`config.mk`:
```
export PLATFORM = sky130hd
export DESIGN_NAME = cond_exec_gate
export DESIGN_NICKNAME = d
export VERILOG_FILES = /design/src/rtl/cxg_pkg.sv /design/src/rtl/cxg_cond_eval.sv /design/src/rtl/cxg_priv_check.sv /design/src/rtl/cxg_cc_update.sv /design/src/rtl/cond_exec_gate.sv
export SDC_FILE = /design/constraint.sdc
export NUM_CORES = 1
export LEC_CHECK = 0
export BUFFER_PORTS_ARGS = -buffer_cell sky130_fd_sc_hd__buf_2
export CORE_MARGIN = 4
export CORE_UTILIZATION = 30
export DETAILED_ROUTE_END_ITERATION = 10
export GPL_TIMING_DRIVEN = 1
export PLACE_DENSITY_LB_ADDON = 0.08
export SYNTH_ARGS = -nofsm -noshare
export SYNTH_HDL_FRONTEND = slang
export SYNTH_HIERARCHICAL = 1
export SYNTH_SLANG_ARGS = --single-unit
```
`constraint.sdc`:
```
create_clock -name clk -period 1 [get_ports clk]
set_input_delay 0.2 -clock clk [delete_from_list [all_inputs] [get_ports clk]]
set_output_delay 0.2 -clock clk [all_outputs]
set_load 0.01 [all_outputs]
```
`src/rtl/cxg_pkg.sv`:
```
// Package for the predicated issue gate.
// What it does: holds the shared flag-pair type and the mask-match helper.
// Assumes: the condition mask is always the pair {Z, N}.
package cxg_pkg;

    // Pair of condition flags, in the same order as the instruction mask.
    typedef struct packed {
        logic z;
        logic n;
    } cc_pair_t;

    // True when every flag demanded by the mask is present.
    function automatic logic mask_met(input cc_pair_t need, input cc_pair_t have);
        return ((need.z & ~have.z) | (need.n & ~have.n)) == 1'b0;
    endfunction

endpackage

```
`src/rtl/cxg_cond_eval.sv`:
```
// Condition evaluator.
// What it does: compares the instruction's two-bit mask against the Z and N
// flags of the current status word and reports whether the test passes.
// Assumes: a clear mask bit imposes no requirement on its flag.
module cxg_cond_eval
    import cxg_pkg::*;
(
    input  logic cond_z_i,
    input  logic cond_n_i,
    input  logic flag_z_i,
    input  logic flag_n_i,
    output logic pass_o
);

    cc_pair_t need;
    cc_pair_t have;

    // Pack the mask and the flags, then test that the mask is covered.
    always_comb begin
        need.z = cond_z_i;
        need.n = cond_n_i;
        have.z = flag_z_i;
        have.n = flag_n_i;
        pass_o = mask_met(need, have);
    end

endmodule

```
`src/rtl/cxg_priv_check.sv`:
```
// Privilege checker.
// What it does: decodes privileged opcodes from a parameter mask and turns
// a passing instruction into either an execute enable or a program check.
// Assumes: the privilege test only applies after the condition test passes.
module cxg_priv_check #(
    parameter int                 OPC_W     = 4,
    parameter int                 N_OPS     = 1 << OPC_W,
    parameter logic [N_OPS-1:0]   PRIV_MASK = '0
) (
    input  logic             cond_pass_i,
    input  logic             priv_mode_i,
    input  logic [OPC_W-1:0] opcode_i,
    output logic             exec_o,
    output logic             viol_o
);

    logic [N_OPS-1:0] hit;
    logic             is_priv;

    // One comparator per opcode that the mask marks as privileged.
    for (genvar k = 0; k < N_OPS; k++) begin : g_dec
        if (PRIV_MASK[k]) begin : g_on
            assign hit[k] = (opcode_i == OPC_W'(k));
        end else begin : g_off
            assign hit[k] = 1'b0;
        end
    end

    // Resolve trap versus execute for a passing instruction.
    always_comb begin
        is_priv = |hit;
        viol_o  = cond_pass_i & is_priv & ~priv_mode_i;
        exec_o  = cond_pass_i & ~(is_priv & ~priv_mode_i);
    end

endmodule

```
`src/rtl/cxg_cc_update.sv`:
```
// Status-word register with condition-code writer.
// What it does: captures the incoming status word each cycle and replaces
// the Z and N flags from the result when a flag-setting three-operand
// instruction executes with a valid result.
// Assumes: psw_i is the authoritative status word whenever no update fires.
module cxg_cc_update #(
    parameter int                  DATA_W    = 16,
    parameter int                  OPC_W     = 4,
    parameter int                  N_OPS     = 1 << OPC_W,
    parameter logic [N_OPS-1:0]    TRI_MASK  = '0,
    parameter int                  Z_BIT     = 0,
    parameter int                  N_BIT     = 1,
    parameter logic [DATA_W-1:0]   RESET_VAL = '0
) (
    input  logic              clk,
    input  logic              rst_n,
    input  logic [OPC_W-1:0]  opcode_i,
    input  logic              set_cc_i,
    input  logic              exec_i,
    input  logic              result_valid_i,
    input  logic [DATA_W-1:0] result_i,
    input  logic [DATA_W-1:0] psw_i,
    output logic [DATA_W-1:0] psw_o
);

    localparam logic [DATA_W-1:0] FLAG_MASK =
        (DATA_W'(1) << Z_BIT) | (DATA_W'(1) << N_BIT);

    logic [N_OPS-1:0]  tri_hit;
    logic              is_tri;
    logic              do_write;
    logic              res_zero;
    logic              res_neg;
    logic [DATA_W-1:0] next_psw;

    // One comparator per opcode of the three-operand format.
    for (genvar k = 0; k < N_OPS; k++) begin : g_tri
        if (TRI_MASK[k]) begin : g_on
            assign tri_hit[k] = (opcode_i == OPC_W'(k));
        end else begin : g_off
            assign tri_hit[k] = 1'b0;
        end
    end

    // Decide whether the flags are written and form the next status word.
    always_comb begin
        is_tri          = |tri_hit;
        do_write        = is_tri & set_cc_i & exec_i & result_valid_i;
        res_zero        = (result_i == '0);
        res_neg         = result_i[DATA_W-1];
        next_psw        = psw_i;
        if (do_write) begin
            next_psw[Z_BIT] = res_zero;
            next_psw[N_BIT] = res_neg;
        end
    end

    // Status-word register with synchronous active-low reset.
    always_ff @(posedge clk) begin
        if (!rst_n) psw_o <= RESET_VAL;
        else        psw_o <= next_psw;
    end

    // A write takes Z from the zero test of the result.
    p_z_from_result_r9: assert property (@(posedge clk) disable iff (!rst_n)
        (exec_i && set_cc_i && result_valid_i && TRI_MASK[opcode_i])
        |=> psw_o[Z_BIT] == ($past(result_i) == '0));

    // A write takes N from the sign of the result.
    p_n_from_sign_r9: assert property (@(posedge clk) disable iff (!rst_n)
        (exec_i && set_cc_i && result_valid_i && TRI_MASK[opcode_i])
        |=> psw_o[N_BIT] == $past(result_i[DATA_W-1]));

    // Bits outside the flag pair always follow the incoming word.
    p_other_bits_r9: assert property (@(posedge clk) disable iff (!rst_n)
        rst_n |=> ((psw_o ^ $past(psw_i)) & ~FLAG_MASK) == '0);

    // Without a set-codes request the whole word passes through.
    p_no_set_hold_r10: assert property (@(posedge clk) disable iff (!rst_n)
        !set_cc_i |=> psw_o == $past(psw_i));

    // Without a valid result the whole word passes through.
    p_no_valid_hold_r12: assert property (@(posedge clk) disable iff (!rst_n)
        !result_valid_i |=> psw_o == $past(psw_i));

endmodule

```
`src/rtl/cond_exec_gate.sv`:
```
// Predicated issue and privilege gate (top).
// What it does: evaluates the instruction's Z/N condition mask, traps the
// privileged opcodes in user mode, and keeps the status-word register with
// its condition-code updates.
// Assumes: one instruction is presented at a time and psw_i reflects the
// live status word; exception sequencing is handled elsewhere.
module cond_exec_gate #(
    parameter int                DATA_W    = 16,
    parameter int                OPC_W     = 4,
    parameter int                Z_BIT     = 0,
    parameter int                N_BIT     = 1,
    parameter int                P_BIT     = 2,
    parameter logic [15:0]       PRIV_OPS  = 16'hC000,
    parameter logic [15:0]       TRI_OPS   = 16'h00F5,
    parameter logic [DATA_W-1:0] RESET_PSW = DATA_W'(16'h0004)
) (
    input  logic              clk,
    input  logic              rst_n,
    input  logic              cond_z_i,
    input  logic              cond_n_i,
    input  logic [OPC_W-1:0]  opcode_i,
    input  logic              set_cc_i,
    input  logic [DATA_W-1:0] psw_i,
    input  logic              result_valid_i,
    input  logic [DATA_W-1:0] result_i,
    output logic              exec_en_o,
    output logic              prog_check_o,
    output logic [DATA_W-1:0] psw_o
);

    localparam int                N_OPS     = 1 << OPC_W;
    localparam logic [N_OPS-1:0]  PRIV_MASK = N_OPS'(PRIV_OPS);
    localparam logic [N_OPS-1:0]  TRI_MASK  = N_OPS'(TRI_OPS);

    logic cond_pass;

    cxg_cond_eval u_cond (
        .cond_z_i (cond_z_i),
        .cond_n_i (cond_n_i),
        .flag_z_i (psw_i[Z_BIT]),
        .flag_n_i (psw_i[N_BIT]),
        .pass_o   (cond_pass)
    );

    cxg_priv_check #(
        .OPC_W     (OPC_W),
        .N_OPS     (N_OPS),
        .PRIV_MASK (PRIV_MASK)
    ) u_priv (
        .cond_pass_i (cond_pass),
        .priv_mode_i (psw_i[P_BIT]),
        .opcode_i    (opcode_i),
        .exec_o      (exec_en_o),
        .viol_o      (prog_check_o)
    );

    cxg_cc_update #(
        .DATA_W    (DATA_W),
        .OPC_W     (OPC_W),
        .N_OPS     (N_OPS),
        .TRI_MASK  (TRI_MASK),
        .Z_BIT     (Z_BIT),
        .N_BIT     (N_BIT),
        .RESET_VAL (RESET_PSW)
    ) u_cc (
        .clk            (clk),
        .rst_n          (rst_n),
        .opcode_i       (opcode_i),
        .set_cc_i       (set_cc_i),
        .exec_i         (exec_en_o),
        .result_valid_i (result_valid_i),
        .result_i       (result_i),
        .psw_i          (psw_i),
        .psw_o          (psw_o)
    );

    // An unconditional, non-trapping instruction always executes.
    p_uncond_exec_r2: assert property (@(posedge clk) disable iff (!rst_n)
        (!cond_z_i && !cond_n_i && !prog_check_o) |-> exec_en_o);

    // A demanded Z that is absent blocks execution.
    p_z_needed_r3: assert property (@(posedge clk) disable iff (!rst_n)
        (cond_z_i && !psw_i[Z_BIT]) |-> !exec_en_o);

    // A demanded N that is absent blocks execution.
    p_n_needed_r3: assert property (@(posedge clk) disable iff (!rst_n)
        (cond_n_i && !psw_i[N_BIT]) |-> !exec_en_o);

    // Unprivileged opcodes never trap.
    p_user_ops_clean_r5: assert property (@(posedge clk) disable iff (!rst_n)
        !PRIV_MASK[opcode_i] |-> !prog_check_o);

    // A trap always withholds the execute enable.
    p_trap_blocks_exec_r6: assert property (@(posedge clk) disable iff (!rst_n)
        prog_check_o |-> !exec_en_o);

    // Privileged mode never traps.
    p_priv_mode_no_trap_r7: assert property (@(posedge clk) disable iff (!rst_n)
        psw_i[P_BIT] |-> !prog_check_o);

    // A failed condition neither executes nor traps.
    p_fail_is_nop_r8: assert property (@(posedge clk) disable iff (!rst_n)
        ((cond_z_i && !psw_i[Z_BIT]) || (cond_n_i && !psw_i[N_BIT]))
        |-> (!exec_en_o && !prog_check_o));

    // A trapping cycle leaves the status word as presented.
    p_trap_no_update_r11: assert property (@(posedge clk) disable iff (!rst_n)
        prog_check_o |=> psw_o == $past(psw_i));

endmodule

```
==> flow_summary_export.csv <==
group,metric,value,unit
die,die_y,51.71,um
critical_path,critical_path.max_fanout,3,
critical_path,crit_top_cell,"buf_6",
logic_synthesis,synth_nets,96,
die,row_count,15,
logic_synthesis,synth_area,573.1,sq um
cts,cts_max_path_buffers,2,
logic_synthesis,synth.ff_latch_count,16,
detailed_routing,first_iter_violations,2,
detailed_routing,viasPerCell,4.214,
die,die_x,51.71,um
detailed_routing,drc,0,
placed_design,port_buffers,59,
flow_run,drv_cap,0,
detailed_routing,wirelength,1437,um
critical_path,cp_slowest_stage_delay,180,ps
placed_design,dp_cells,143,
critical_path,start_kind,"primary input",
global_routing,grt.total_usage,0.1048,
final_layout,mostFrequentLayoutCells,"buf_2 (56), dfxtp_1 (16), and2_1 (12), buf_4 (5)",
outcome,outcome,"completed",
detailed_routing,wl_per_cell,9.910,um
die,start_util,0.3248,
cts,cts.clk_slew.worst_paths,80,ps
logic_synthesis,yosysUniqueCellTypes,22,
logic_synthesis,syn_area_per_cell,10.61,sq um
cts,cts_setup_buffers,0,
critical_path,critPathSlowestCell,"a22oi_2",
final_layout,largest_reg_flops,16,
global_routing,grt_pass1_wl,2035,um
critical_path,worstSetupEndpointType,"output pin",
cts,root_buffer,"clkbuf_4",
logic_synthesis,seq_area_frac_synth,0.5590,
global_routing,antenna_found_initial,0,
sta,fin_crit_sh,0.9616,
logic_synthesis,synthCells,54,
sta,rsz0062_at_grt,"yes",
final_layout,final_common_cell,"buf_2",
critical_path,path_cells,"buf_6, inv_2, a22oi_2, and2_4, buf_6",
die,placeableCoreArea,1764,sq um
sta,slew_violations,0,
detailed_routing,first_pass_iters,2,
cts,clock_sinks,16,
sta,worst_pin_slew,247.7,ps
final_layout,finalNonFillerCells,145,
power_and_ir_drop,p_leak,0.5112,nW
power_and_ir_drop,finalPower,1.213,mW
hold_path,min_path_type,"primary input to register",
critical_path,cp_num_buf_inv,3,
critical_path,cpLargestDelayFamily,"buffers and inverters",
critical_path,critPathKind,"primary input to output pin",
sta,fin_hold_ws,103.9,ps
global_routing,grt_max_degree,11,
sta,setup_violations,0,
global_routing,grt_overflow,0,
cts,cts_tree,"built",
final_layout,layout-drive-gt1-share,0.6167,
placed_design,place_hpwl,1288,um
power_and_ir_drop,power_density,1243,nW/um^2
power_and_ir_drop,ir_worst_vdd,0.0005718,V
detailed_routing,vias,611,
final_layout,num_antenna_cells,0,
sta,fmax,1.040,GHz
final_layout,syn_to_final_growth,70.31,%
detailed_routing,detail-route-antenna-nets,0,
final_layout,nNetsFinal,164,
sta,relSlewSlack,0.8333,
global_routing,grt_pass1_vias,541,
critical_path,cp_data_required_time,800,ps
final_layout,largest-register,"u_cc/psw_o",
die,dieArea,2673,sq um
logic_synthesis,synth-warning-count,6,
cts,cts_max_level,1,
critical_path,worstPathArrival,760,ps
sta,fin_crit,961.6,ps
final_layout,reg.largest.list,"u_cc/psw_o (16)",
cts,cts_buffers,3,
die,ios,60,
placed_design,place_congestion,0.6669,
sta,hold_viol_final,0,
## report_power, final
| part | total [mW] | switching [mW] | leakage [nW] | internal, mW |
|---|---|---|---|---|
| clock | 0.306 | 0.167 | 0.0138 | 0.139 |
| sequential | 0.677 | 0.00622 | 0.133 | 0.671 |
| combinational | 0.229 | 0.0912 | 0.364 | 0.138 |
## routing by layer
| metal | vias to the layer above | share of wire | wire, um | track usage |
|---|---|---|---|---|
| li1 | 318 | - | - | - |
| met2 | 39 | 0.51 | 732 | 0.1843 |
| met3 | 2 | 0.098 | 141 | 0.02006 |
| met1 | 252 | 0.38 | 543 | 0.1090 |
| met4 | 0 | 0.013 | 19 | 0.07860 |
| met5 | - | 0 | 0 | 0 |
## logic make-up (layout without fill, tap and decap cells)
kind of cell | Yosys count | count (layout) | synth area share
simple gates | 29 | 29 | 0.3472
compound gates | 5 | 5 | 0.06549
buf+inv | 4 | 70 | 0.02837
flops | 16 | 16 | 0.5590
## path summary, 6_finish.rpt
path  depth (start not counted)      from  slack (ps)                        to
max                           5  psw_i[0]          40                 exec_en_o
min                           2  psw_i[2]         100  u_cc/psw_o[2]$_SDFF_PN1_
## repair_timing
item	4_1_cts	5_1_grt
cloned	0	0
resized for setup	0	5
setup endpoints to repair	1	2
pin swaps	0	2
hold buffers	0	0
## synth_stat cells (all sizes together)
| cell | instances | share of area |
|---|---|---|
| dfxtp | 16 | 0.56 |
| nand4b | 2 | 0.031 |
| and2 | 14 | 0.16 |
| o211ai | 1 | 0.013 |
| a22oi | 1 | 0.022 |
| o21ai | 2 | 0.017 |
| and4b | 1 | 0.017 |
| buf | 1 | 0.0087 |
| or2b | 1 | 0.013 |
| nand2b | 1 | 0.011 |
| nand3 | 2 | 0.017 |
| nor2 | 2 | 0.013 |
| nor3 | 1 | 0.0087 |
| nor2b | 1 | 0.011 |
| nor4b | 1 | 0.026 |
| inv | 3 | 0.020 |
| nor4 | 2 | 0.033 |
| nand4 | 1 | 0.011 |
| a21boi | 1 | 0.013 |
## per-stage QoR
step / TNS (ps) / util / setup slack [ps] / area (sq um)
3_3_place_gp: -303.2 / 0.5340 / -149.0 / 942.2
5_1_grt: -38.60 / 0.5532 / -31.58 / 975.9
3_5_place_dp: -341.5 / 0.5340 / -155.3 / 942.2
4_1_cts: 0 / 0.5426 / 6.575 / 957.2
6_report: 0 / 0.5532 / 38.41 / 975.9
2_1_floorplan: -18.32 / - / -9.365 / 575.6
## cell type report
cell class | instances | area, sq um
Multi-Input combinational cell | 34 | 239.0
Fill cell | 207 | 788.3
Inverter | 3 | 11.26
Timing Repair Buffer | 64 | 351.6
Sequential cell | 16 | 320.3
Clock buffer | 3 | 22.52
Tap cell | 25 | 31.28
Power figures use the tool's default switching activity.
